==> config.mk <==
export PLATFORM = sky130hd
export DESIGN_NAME = voq_pool_buffer
export DESIGN_NICKNAME = d
export VERILOG_FILES = /design/src/rtl/voq_pkg.sv /design/src/rtl/voq_free_list.sv /design/src/rtl/voq_addr_fifo.sv /design/src/rtl/voq_slot_pool.sv /design/src/rtl/voq_pool_buffer.sv
export SDC_FILE = /design/constraint.sdc
export NUM_CORES = 1
export LEC_CHECK = 0
export BUFFER_PORTS_ARGS = -buffer_cell sky130_fd_sc_hd__buf_4
export CORE_MARGIN = 8
export CORE_UTILIZATION = 50
export CTS_CLUSTER_DIAMETER = 150
export CTS_CLUSTER_SIZE = 24
export DETAILED_ROUTE_END_ITERATION = 8
export PLACE_DENSITY = 0.7
export SYNTH_ARGS = -nofsm -noshare
export SYNTH_HDL_FRONTEND = slang
export SYNTH_HIERARCHICAL = 1
export SYNTH_SLANG_ARGS = --single-unit
==> constraint.sdc <==
create_clock -name clk -period 4.55 [get_ports clk]
set_clock_uncertainty 0.15 [all_clocks]
set_input_delay 0.2275 -clock clk [delete_from_list [all_inputs] [get_ports clk]]
set_output_delay 0.2275 -clock clk [all_outputs]
set_load 0.02 [all_outputs]
==> src/rtl/voq_pkg.sv <==
package voq_pkg;

   localparam int unsigned VOQ_MAX_OUT = 16;

   function automatic bit is_pow2(input int unsigned v);
      return (v != 0) && ((v & (v - 1)) == 0);
   endfunction

endpackage

==> src/rtl/voq_free_list.sv <==
module voq_free_list #(
   parameter int unsigned DEPTH  = 8,
   parameter int unsigned ADDR_W = 3,
   parameter int unsigned CNT_W  = 4
) (
   input  logic              clk,
   input  logic              rst_n,
   input  logic              take,
   output logic [ADDR_W-1:0] take_addr,
   input  logic              give,
   input  logic [ADDR_W-1:0] give_addr,
   output logic [CNT_W-1:0]  free_cnt
);

   logic [ADDR_W-1:0] slots [DEPTH];
   logic [ADDR_W-1:0] rd_ptr;
   logic [ADDR_W-1:0] wr_ptr;
   logic              pass_through;

   // a slot released while the list is empty goes straight to the taker
   assign pass_through = take && give && (free_cnt == '0);
   assign take_addr    = (free_cnt == '0) ? give_addr : slots[rd_ptr];

   always_ff @(posedge clk or negedge rst_n) begin
      if (!rst_n) begin
         for (int i = 0; i < int'(DEPTH); i++) begin
            slots[i] <= ADDR_W'(i);
         end
         rd_ptr   <= '0;
         wr_ptr   <= '0;
         free_cnt <= CNT_W'(DEPTH);
      end else if (!pass_through) begin
         if (give) begin
            slots[wr_ptr] <= give_addr;
            wr_ptr        <= wr_ptr + 1'b1;
         end
         if (take) begin
            rd_ptr <= rd_ptr + 1'b1;
         end
         case ({give, take})
            2'b10:   free_cnt <= free_cnt + 1'b1;
            2'b01:   free_cnt <= free_cnt - 1'b1;
            default: free_cnt <= free_cnt;
         endcase
      end
   end

endmodule

==> src/rtl/voq_addr_fifo.sv <==
module voq_addr_fifo #(
   parameter int unsigned DEPTH  = 8,
   parameter int unsigned ADDR_W = 3,
   parameter int unsigned CNT_W  = 4
) (
   input  logic              clk,
   input  logic              rst_n,
   input  logic              push,
   input  logic [ADDR_W-1:0] push_addr,
   input  logic              pop,
   output logic [ADDR_W-1:0] head_addr,
   output logic [CNT_W-1:0]  count
);

   logic [ADDR_W-1:0] entries [DEPTH];
   logic [ADDR_W-1:0] rd_ptr;
   logic [ADDR_W-1:0] wr_ptr;

   assign head_addr = entries[rd_ptr];

   always_ff @(posedge clk) begin
      if (push) begin
         entries[wr_ptr] <= push_addr;
      end
   end

   always_ff @(posedge clk or negedge rst_n) begin
      if (!rst_n) begin
         rd_ptr <= '0;
         wr_ptr <= '0;
         count  <= '0;
      end else begin
         if (push) wr_ptr <= wr_ptr + 1'b1;
         if (pop)  rd_ptr <= rd_ptr + 1'b1;
         case ({push, pop})
            2'b10:   count <= count + 1'b1;
            2'b01:   count <= count - 1'b1;
            default: count <= count;
         endcase
      end
   end

endmodule

==> src/rtl/voq_slot_pool.sv <==
module voq_slot_pool #(
   parameter int unsigned DATA_W  = 16,
   parameter int unsigned DEPTH   = 8,
   parameter int unsigned ADDR_W  = 3,
   parameter int unsigned NUM_OUT = 4
) (
   input  logic                        clk,
   input  logic                        wr_en,
   input  logic [ADDR_W-1:0]           wr_addr,
   input  logic [DATA_W-1:0]           wr_data,
   input  logic [NUM_OUT*ADDR_W-1:0]   rd_addr,
   output logic [NUM_OUT*DATA_W-1:0]   rd_data
);

   logic [DATA_W-1:0] cells [DEPTH];

   always_ff @(posedge clk) begin
      if (wr_en) begin
         cells[wr_addr] <= wr_data;
      end
   end

   for (genvar o = 0; o < NUM_OUT; o++) begin : g_rd
      assign rd_data[o*DATA_W +: DATA_W] = cells[rd_addr[o*ADDR_W +: ADDR_W]];
   end

endmodule

==> src/rtl/voq_pool_buffer.sv <==
module voq_pool_buffer #(
   parameter int unsigned DATA_W  = 16,
   parameter int unsigned NUM_OUT = 4,
   parameter int unsigned DEPTH   = 8,
   localparam int unsigned OUT_W  = (NUM_OUT > 1) ? $clog2(NUM_OUT) : 1,
   localparam int unsigned ADDR_W = (DEPTH > 1) ? $clog2(DEPTH) : 1,
   localparam int unsigned CNT_W  = $clog2(DEPTH + 1)
) (
   input  logic                      clk,
   input  logic                      rst_n,
   input  logic                      in_valid,
   output logic                      in_ready,
   input  logic [DATA_W-1:0]         in_data,
   input  logic [OUT_W-1:0]          in_port,
   input  logic [NUM_OUT-1:0]        deq_grant,
   output logic [NUM_OUT-1:0]        head_valid,
   output logic [NUM_OUT*DATA_W-1:0] head_data
);

   import voq_pkg::*;

   if (!is_pow2(DEPTH) || DEPTH < 2) begin : g_bad_depth
      $error("voq_pool_buffer: DEPTH must be a power of two, at least 2");
   end
   if (NUM_OUT < 2 || NUM_OUT > VOQ_MAX_OUT) begin : g_bad_out
      $error("voq_pool_buffer: NUM_OUT out of range");
   end
   if (DATA_W < 1) begin : g_bad_data
      $error("voq_pool_buffer: DATA_W must be positive");
   end

   logic [NUM_OUT-1:0]        deq_fire;
   logic                      any_deq;
   logic [ADDR_W-1:0]         deq_addr;
   logic [ADDR_W-1:0]         alloc_addr;
   logic                      port_ok;
   logic                      enq;
   logic [CNT_W-1:0]          free_cnt;
   logic [NUM_OUT*CNT_W-1:0]  q_cnt_flat;
   logic [NUM_OUT*ADDR_W-1:0] head_addr_flat;

   assign deq_fire = deq_grant & head_valid;
   assign any_deq  = |deq_fire;
   assign port_ok  = (32'(in_port) < NUM_OUT);
   assign in_ready = (free_cnt != '0) || any_deq;
   assign enq      = in_valid && in_ready && port_ok;

   always_comb begin
      deq_addr = '0;
      for (int o = 0; o < int'(NUM_OUT); o++) begin
         if (deq_fire[o]) begin
            deq_addr = deq_addr | head_addr_flat[o*ADDR_W +: ADDR_W];
         end
      end
   end

   voq_free_list #(
      .DEPTH (DEPTH),
      .ADDR_W(ADDR_W),
      .CNT_W (CNT_W)
   ) u_free (
      .clk      (clk),
      .rst_n    (rst_n),
      .take     (enq),
      .take_addr(alloc_addr),
      .give     (any_deq),
      .give_addr(deq_addr),
      .free_cnt (free_cnt)
   );

   for (genvar o = 0; o < NUM_OUT; o++) begin : g_q
      logic [CNT_W-1:0] cnt;
      voq_addr_fifo #(
         .DEPTH (DEPTH),
         .ADDR_W(ADDR_W),
         .CNT_W (CNT_W)
      ) u_fifo (
         .clk      (clk),
         .rst_n    (rst_n),
         .push     (enq && (32'(in_port) == o)),
         .push_addr(alloc_addr),
         .pop      (deq_fire[o]),
         .head_addr(head_addr_flat[o*ADDR_W +: ADDR_W]),
         .count    (cnt)
      );
      assign q_cnt_flat[o*CNT_W +: CNT_W] = cnt;
      assign head_valid[o] = (cnt != '0);
   end

   voq_slot_pool #(
      .DATA_W (DATA_W),
      .DEPTH  (DEPTH),
      .ADDR_W (ADDR_W),
      .NUM_OUT(NUM_OUT)
   ) u_pool (
      .clk    (clk),
      .wr_en  (enq),
      .wr_addr(alloc_addr),
      .wr_data(in_data),
      .rd_addr(head_addr_flat),
      .rd_data(head_data)
   );

endmodule

==> flow_metrics.py, run 1 <==
metrics = {
    "sta": {
        "drv_slew": 0,
        "max_slew_margin_pct": 34.30,
        "setup_viol": 0,
        "finalCriticalPeriod_ns": 3.981,
        "tightest_slew_ns": 0.9855,
        "setup_tns_ns": 0,
        "finalCritPeriodShare_pct": 87.51,
        "rsz0062_at_grt": "false",
        "fin_hold_ws_ns": 0.03505,
        "max_freq_mhz": 251.2,
        "hold_violations": 0,
    },
    "synth": {
        "ys_async_sr_fraction_pct": 24.83,
        "ys_ff_latch": 298,
        "yosysWarningCount": 6,
        "synth_flop_cell": "edfxtp_1",
        "syn_nets": 924,
        "syn_inst": 873,
        "yosysSeqAreaShare_pct": 53.77,
        "synth_edf_count": 224,
        "syn_area_um2": 15980,
        "yosysUniqueCellTypes": 47,
        "syn_area_per_cell_um2": 18.31,
    },
    "route": {
        "routedWlPerCell_um": 25.30,
        "wirelength_um": 35210,
        "ant_nets": 0,
        "firstDrtPassIters": 4,
        "drc_errors": 0,
        "vias_per_cell": 6.254,
        "dr.first_iter.drc_count": 725,
        "route.vias.total": 8706,
    },
    "floorplanning": {
        "initial_core_util_pct": 50.65,
        "fp.dieW_um": 194.8,
        "rows": 65,
        "core_area_um2": 31560,
        "ioPinCount": 94,
        "dieArea_um2": 37940,
        "die_h_um": 194.8,
    },
    "min_path": {
        "hp-start": "in_port[0]",
        "hold_path.class": "input port to register",
    },
    "global_routing": {
        "grt_pass1_wl_um": 54940,
        "grt_usage_pct": 18.49,
        "grt_pass1_vias": 9103,
        "grt_max_degree": 75,
        "overflow": 0,
        "antenna_found_initial": 0,
    },
    "layout": {
        "area_growth_pct": 11.13,
        "layout-drive-gt1-share_pct": 32.63,
        "register_area_um2": 8594,
        "final_common_cell": "edfxtp_1",
        "fillCellCount": 2410,
        "multi_input_area_um2": 7094,
        "final_cell_mix": "edfxtp_1 (224), buf_4 (117), mux4_1 (112)",
        "fin_nets": 1031,
        "antenna_cells": 0,
    },
    "clock_tree": {
        "cts_tree": "yes",
        "post_cts_resize_count": 0,
        "insertion_delay_ns": 0.50,
        "cts_setup_buffers": 0,
        "clockBufferDepth": 3,
        "clk_pin_slew_ns": 0.09,
        "clock-sinks": 298,
        "cts-root-buf": "clkbuf_16",
        "cts_buffers": 16,
        "htreeDepth": 1,
        "hold_buffers": 17,
    },
    "setup_path": {
        "crit_path_end_kind": "primary output",
        "start_kind": "register",
        "cp-startpoint": "g_q[1].u_fifo/rd_ptr[0]",
        "arrival_ns": 3.60,
        "required_ns": 4.17,
        "path_max_fanout": 20,
        "reg2reg_from": "g_q[1].u_fifo/rd_ptr[0]",
        "worst-setup-path-type": "register to primary output",
    },
    "placement": {
        "routabilityCongestion": 0.7637,
        "port_buffers": 93,
        "hpwl_um": 23060,
    },
    "run_status": {
        "status": "completed",
    },
    "run": {
        "max_cap_viol_count": 0,
    },
}
-- layout make-up --
class | count | share of cell area (%)
clock buffers | 27 | 2.606
repair buffers | 135 | 6.016
multi-input cells | 523 | 39.94
clock inverters | 1 | 0.09158
well taps | 402 | 2.832
inverters | 6 | 0.1268
flip-flops and latches | 298 | 48.39
-- per-layer routing --
| layer | up-vias | part of all wire [%] | wire, um | GRT usage, % |
|---|---|---|---|---|
| li1 | 3890 | - | - | - |
| met1 | 4477 | 42 | 14960 | 25.02 |
| met2 | 294 | 50 | 17570 | 31.40 |
| met3 | 45 | 5.8 | 2053 | 2.626 |
| met4 | 0 | 1.8 | 631 | 4.380 |
| met5 | - | 0 | 0 | 0 |
-- final timing paths --
path / end / slack, ns / depth (start not counted)
max reg2reg: u_pool/cells[1][3] / 1.00 / 9
min: g_q[2].u_fifo/wr_ptr[2] / 0.04 / 4
min reg2reg: g_q[1].u_fifo/count[3] / 0.34 / 1
min in group asynchronous: g_q[3].u_fifo/count[2] / 0.27 / 2
max in group asynchronous: g_q[3].u_fifo/rd_ptr[0] / 3.32 / 2
max: head_data[25] / 0.57 / 6
-- logic make-up (layout without fill, tap and decap cells) --
logic type / after synthesis / after routing / synth area share, %
AND/OR/NAND/NOR: 133 / 133 / 4.540
buffers and inverters: 52 / 169 / 2.067
adder cells (fa/ha/maj): 26 / 26 / 2.035
multiplexers: 283 / 283 / 33.46
flip-flops: 298 / 298 / 53.77
AO/OA/AOI/OAI: 36 / 36 / 1.660
XOR/XNOR: 45 / 45 / 2.466
-- critical path, stage by stage (launching register included) --
cell	delay, ns
dfrtp_1	0.54
mux4_2	0.41
mux2_2	0.52
buf_4	0.48
mux4_1	0.66
mux2_2	0.30
buf_4	0.16
-- Yosys cell counts, types with 3 or more instances --
cell      instances  area [um^2]
buf_1            13        48.80
mux2_1           11        123.9
inv_1             6        22.52
clkbuf_2          4        20.02
ha_1             26        325.3
nand3b_1          6        45.04
buf_2             5        25.02
buf_6            16        180.2
xor2_1           30        262.8
mux2_2          101         1137
or4_1             3        22.52
dfrtp_1          61         1526
or3_2             4        30.03
nand2_1          36        135.1
or4b_1            4        40.04
nor2_1           37        138.9
dfstp_2          13        341.6
mux4_1          112         2943
and3_4            3        33.78
nand2b_1         19        118.9
clkbuf_1          7        26.28
mux2_4            3        45.04
edfxtp_1        224         6726
mux4_2           43        968.4
a31oi_1           4        25.02
xnor2_1          15        131.4
o21ai_0           8        40.04
a21oi_1           9        45.04
nor3_1           10        50.05
mux2i_1          13        130.1
a22oi_1           6        45.04
-- state kept, by name, summed over array words and instances (netlist names) --
register / flops
u_free/rd_ptr: 3
g_q.u_fifo/wr_ptr: 12
u_pool/cells: 128
u_free/wr_ptr: 3
g_q.u_fifo/entries: 96
g_q.u_fifo/rd_ptr: 12
u_free/slots: 24
g_q.u_fifo/count: 16
u_free/free_cnt: 4
-- stage by stage --
stage / util (%) / std cells / worst slack (ns) / area [um^2]
finish: 56.29 / 1392 / 0.5685 / 17760
global route: 56.29 / 1392 / 0.4424 / 17760
CTS: 56.29 / 1392 / 0.5205 / 17760
detailed placement: 54.23 / 1347 / 1.013 / 17110
global placement: 54.23 / 1347 / 1.043 / 17110
floorplan: - / 873 / 0.1601 / 15980
Power of run 1 is not shown: default switching activity piles up to over one toggle a cycle in this logic, so the estimate is an artifact.
==> run 2, diff against run 1 <==
--- a/config.mk
+++ b/config.mk
@@ -6,12 +6,12 @@
 export NUM_CORES = 1
 export LEC_CHECK = 0
 export BUFFER_PORTS_ARGS = -buffer_cell sky130_fd_sc_hd__buf_4
-export CORE_MARGIN = 8
-export CORE_UTILIZATION = 50
+export CORE_UTILIZATION = 56
 export CTS_CLUSTER_DIAMETER = 150
 export CTS_CLUSTER_SIZE = 24
 export DETAILED_ROUTE_END_ITERATION = 8
-export PLACE_DENSITY = 0.7
+export PLACE_DENSITY = 0.77
+export SLEW_MARGIN = 20
 export SYNTH_ARGS = -nofsm -noshare
 export SYNTH_HDL_FRONTEND = slang
 export SYNTH_HIERARCHICAL = 1
==> flow_metrics.py, run 2 (synthesis results as in run 1) <==
metrics = {
    "global_routing": {
        "grt_pass1_vias": 8830,
        "grt_pass1_wl_um": 51030,
        "grt_usage_pct": 23.55,
        "overflow": 0,
        "antenna_found_initial": 0,
        "grt_max_degree": 75,
    },
    "setup_path": {
        "path_max_fanout": 18,
        "start_kind": "register",
        "crit_path_end_kind": "primary output",
        "arrival_ns": 3.54,
        "reg2reg_depth": 9,
        "worst-setup-path-type": "register to primary output",
        "required_ns": 4.17,
    },
    "clock_tree": {
        "cts-root-buf": "clkbuf_16",
        "clock-sinks": 298,
        "insertion_delay_ns": 0.50,
        "clk_pin_slew_ns": 0.09,
        "cts_setup_buffers": 0,
        "htreeDepth": 1,
        "cts_tree": "yes",
        "clockBufferDepth": 3,
        "cts_buffers": 16,
    },
    "route": {
        "route.vias.total": 8802,
        "wirelength_um": 33430,
        "ant_nets": 0,
        "drc_errors": 0,
        "routedWlPerCell_um": 24.46,
        "dr.first_iter.drc_count": 733,
        "vias_per_cell": 6.439,
        "firstDrtPassIters": 5,
    },
    "layout": {
        "antenna_cells": 0,
        "layout-drive-gt1-share_pct": 32.46,
        "final_cell_mix": "edfxtp_1 (224), buf_4 (115), mux4_1 (112)",
        "top_register": "u_pool/cells",
        "area_growth_pct": 10.86,
        "multi_input_area_um2": 7094,
        "instances_no_fill": 1367,
        "fin_nets": 1030,
        "fillCellCount": 1995,
        "largest_reg_flops": 128,
        "final_common_cell": "edfxtp_1",
        "register_area_um2": 8594,
        "final_util_pct": 63.43,
        "reg_top3": "u_pool/cells: 128 flops, g_q.u_fifo/entries: 96 flops, u_free/slots: 24 flops",
    },
    "sta": {
        "tightest_slew_ns": 0.8237,
        "finalCriticalPeriod_ns": 3.916,
        "drv_slew": 0,
        "max_freq_mhz": 255.3,
        "hold_violations": 0,
        "rsz0062_at_grt": "false",
        "setup_viol": 0,
        "finalCritPeriodShare_pct": 86.07,
        "max_slew_margin_pct": 44.76,
        "setup_tns_ns": 0,
    },
    "placement": {
        "dp_cells": 1321,
        "port_buffers": 93,
        "hpwl_um": 21600,
        "routabilityCongestion": 0.8112,
    },
    "floorplanning": {
        "rows": 61,
        "dieArea_um2": 29220,
        "die_h_um": 170.9,
        "ioPinCount": 94,
        "core_area_um2": 27930,
        "fp.dieW_um": 170.9,
        "initial_core_util_pct": 57.22,
    },
    "min_path": {
        "holdPathStages": 3,
        "hold_path.class": "input port to register",
    },
    "run": {
        "max_cap_viol_count": 0,
    },
    "run_status": {
        "status": "completed",
    },
}
[run 2: through the flow]
step	worst slack (ns)	hold slack (ns)	cell area, um^2
6_report	0.6337	0.02383	17720
2_1_floorplan	0.1601	-0.2181	15980
3_3_place_gp	0.9667	0.3029	17060
5_1_grt	0.4920	0.02145	17720
3_5_place_dp	0.9214	0.3082	17060
4_1_cts	0.5956	0.01480	17710
[run 2: cell type report]
cell class / count / area share, %
inverter: 6 / 0.1271
multi-input combinational: 523 / 40.04
timing repair buffer: 134 / 5.953
clock buffer: 27 / 2.613
sequential: 298 / 48.51
tap: 378 / 2.669
clock inverter: 1 / 0.09180
[run 2: metal layers]
layer  routed length [um]  track usage [%]
met1                14140            32.44
met4                  743            5.745
met5                    0                0
met2                16860            39.98
met3                 1691            3.308
[run 2: final timing paths]
check                                           to                    start  slack, ns
max                                   head_data[2]  g_q[0].u_fifo/rd_ptr[0]       0.63
min                        g_q[2].u_fifo/rd_ptr[0]             deq_grant[2]       0.02
max reg2reg                     u_pool/cells[5][1]  g_q[1].u_fifo/rd_ptr[0]       0.91
min reg2reg                 g_q[0].u_fifo/count[3]   g_q[0].u_fifo/count[3]       0.36
max in group asynchronous   g_q[1].u_fifo/count[2]                    rst_n       3.57
min in group asynchronous   g_q[2].u_fifo/count[1]                    rst_n       0.17
[run 2: worst max-delay path, cell delays in order, from the launching register on]
cell,delay (ns)
dfrtp_1,0.54
mux4_2,0.39
mux2_2,0.53
buf_4,0.44
mux4_1,0.63
mux2_2,0.31
buf_4,0.16
[run 2: what timing repair did]
item                                   in CTS  in global routing
resized for setup                           0                  0
endpoints found under the hold margin     190                  0
hold buffers                               18                  0
Power of run 2 is left out for the same reason.
==> run 3, diff against run 2 <==
--- a/config.mk
+++ b/config.mk
@@ -11,6 +11,7 @@
 export CTS_CLUSTER_SIZE = 24
 export DETAILED_ROUTE_END_ITERATION = 8
 export PLACE_DENSITY = 0.77
+export RECOVER_POWER = 25
 export SLEW_MARGIN = 20
 export SYNTH_ARGS = -nofsm -noshare
 export SYNTH_HDL_FRONTEND = slang
==> flow_metrics.py, run 3 (synthesis results as in run 1) <==
metrics = {
    "run_status": {
        "status": "finished with violations",
        "violations": "max-capacitance violations, max-slew violations",
    },
    "clock_tree": {
        "clock-sinks": 298,
        "clockBufferDepth": 3,
        "clk_pin_slew_ns": 0.09,
        "cts_buffers": 16,
        "insertion_delay_ns": 0.50,
        "hold_buffers": 18,
        "htreeDepth": 1,
        "post_cts_resize_count": 0,
        "cts-root-buf": "clkbuf_16",
        "cts_setup_buffers": 0,
        "cts_tree": "yes",
    },
    "setup_path": {
        "crit_path_end_kind": "primary output",
        "arrival_ns": 3.54,
        "worst-setup-path-type": "register to primary output",
        "start_kind": "register",
        "required_ns": 4.17,
        "path_max_fanout": 24,
    },
    "route": {
        "route.vias.total": 8827,
        "drc_errors": 0,
        "dr.first_iter.drc_count": 773,
        "wirelength_um": 33380,
        "vias_per_cell": 6.457,
        "ant_nets": 0,
        "routedWlPerCell_um": 24.42,
        "firstDrtPassIters": 7,
    },
    "sta": {
        "drv_slew": 75,
        "finalCriticalPeriod_ns": 3.917,
        "max_slew_margin_pct": -29.25,
        "setup_viol": 0,
        "setup_tns_ns": 0,
        "max_freq_mhz": 255.3,
        "finalCritPeriodShare_pct": 86.08,
        "hold_violations": 0,
        "timing.final.ws_setup_ns": 0.6334,
        "tightest_slew_ns": 1.939,
        "rsz0062_at_grt": "false",
    },
    "placement": {
        "hpwl_um": 21600,
        "routabilityCongestion": 0.8112,
        "dp_cells": 1321,
        "port_buffers": 93,
        "place_ws_ns": 0.9214,
    },
    "layout": {
        "antenna_cells": 0,
        "fin_nets": 1030,
        "final_common_cell": "edfxtp_1",
        "area_growth_pct": 10.44,
        "final_cell_mix": "edfxtp_1 (224), mux4_1 (112), mux2_2 (101)",
        "largest_reg_flops": 128,
        "reg_top3": "u_pool/cells: 128 flops, g_q.u_fifo/entries: 96 flops, u_free/slots: 24 flops",
        "top_register": "u_pool/cells",
        "instances_no_fill": 1367,
        "layout-drive-gt1-share_pct": 30.84,
        "final_util_pct": 63.19,
    },
    "run": {
        "max_cap_viol_count": 1,
    },
    "floorplanning": {
        "ioPinCount": 94,
        "fp.dieW_um": 170.9,
        "dieArea_um2": 29220,
        "rows": 61,
        "core_area_um2": 27930,
        "initial_core_util_pct": 57.22,
        "die_h_um": 170.9,
    },
    "global_routing": {
        "grt_usage_pct": 23.55,
        "grt_pass1_wl_um": 51030,
        "grt_pass1_vias": 8830,
        "grt_max_degree": 75,
        "overflow": 0,
        "antenna_found_initial": 0,
    },
    "min_path": {
        "hold_path.class": "input port to register",
    },
}
==> run 3: path summary, 6_finish.rpt <==
kind | from | slack [ns] | cells after the start | to
max | g_q[3].u_fifo/rd_ptr[0] | 0.63 | 6 | head_data[51]
min | deq_grant[2] | 0.03 | 3 | g_q[2].u_fifo/rd_ptr[0]
max reg2reg | g_q[1].u_fifo/rd_ptr[0] | 0.91 | 9 | u_pool/cells[5][1]
min reg2reg | g_q[0].u_fifo/count[3] | 0.36 | 1 | g_q[0].u_fifo/count[3]
max in group asynchronous | rst_n | 2.44 | 2 | g_q[1].u_fifo/count[2]
min in group asynchronous | rst_n | 0.65 | 2 | g_q[2].u_fifo/count[1]
==> run 3: per-stage QoR <==
stage | cell area, um^2 | hold slack, ns
2_1_floorplan | 15980 | -0.2181
4_1_cts | 17710 | 0.01480
6_report | 17650 | 0.02513
3_5_place_dp | 17060 | 0.3082
3_3_place_gp | 17060 | 0.3029
5_1_grt | 17650 | 0.02145
==> run 3: layout make-up <==
type / instances / area [um^2]
sequential: 298 / 8594
tap: 378 / 473.0
multi-input combinational: 523 / 7094
fill: 2016 / 10280
clock buffer: 27 / 462.9
clock inverter: 1 / 16.27
timing repair buffer: 134 / 988.4
inverter: 6 / 22.52
==> run 3: critical path, stage by stage, from the launching register on <==
cell and delay (ns):
dfrtp_1 0.55, mux4_2 0.40, mux2_2 0.45, buf_4 0.51, mux4_1 0.63, mux2_2 0.32, buf_4 0.17
==> run 3: routing by layer <==
layer | up-vias | part of all wire, % | track usage [%]
li1 | 3886 | - | -
met1 | 4566 | 42 | 32.44
met2 | 326 | 50 | 39.98
met3 | 49 | 5.6 | 3.308
met4 | 0 | 2.2 | 5.745
met5 | - | 0 | 0
Power of run 3 is left out for the same reason.
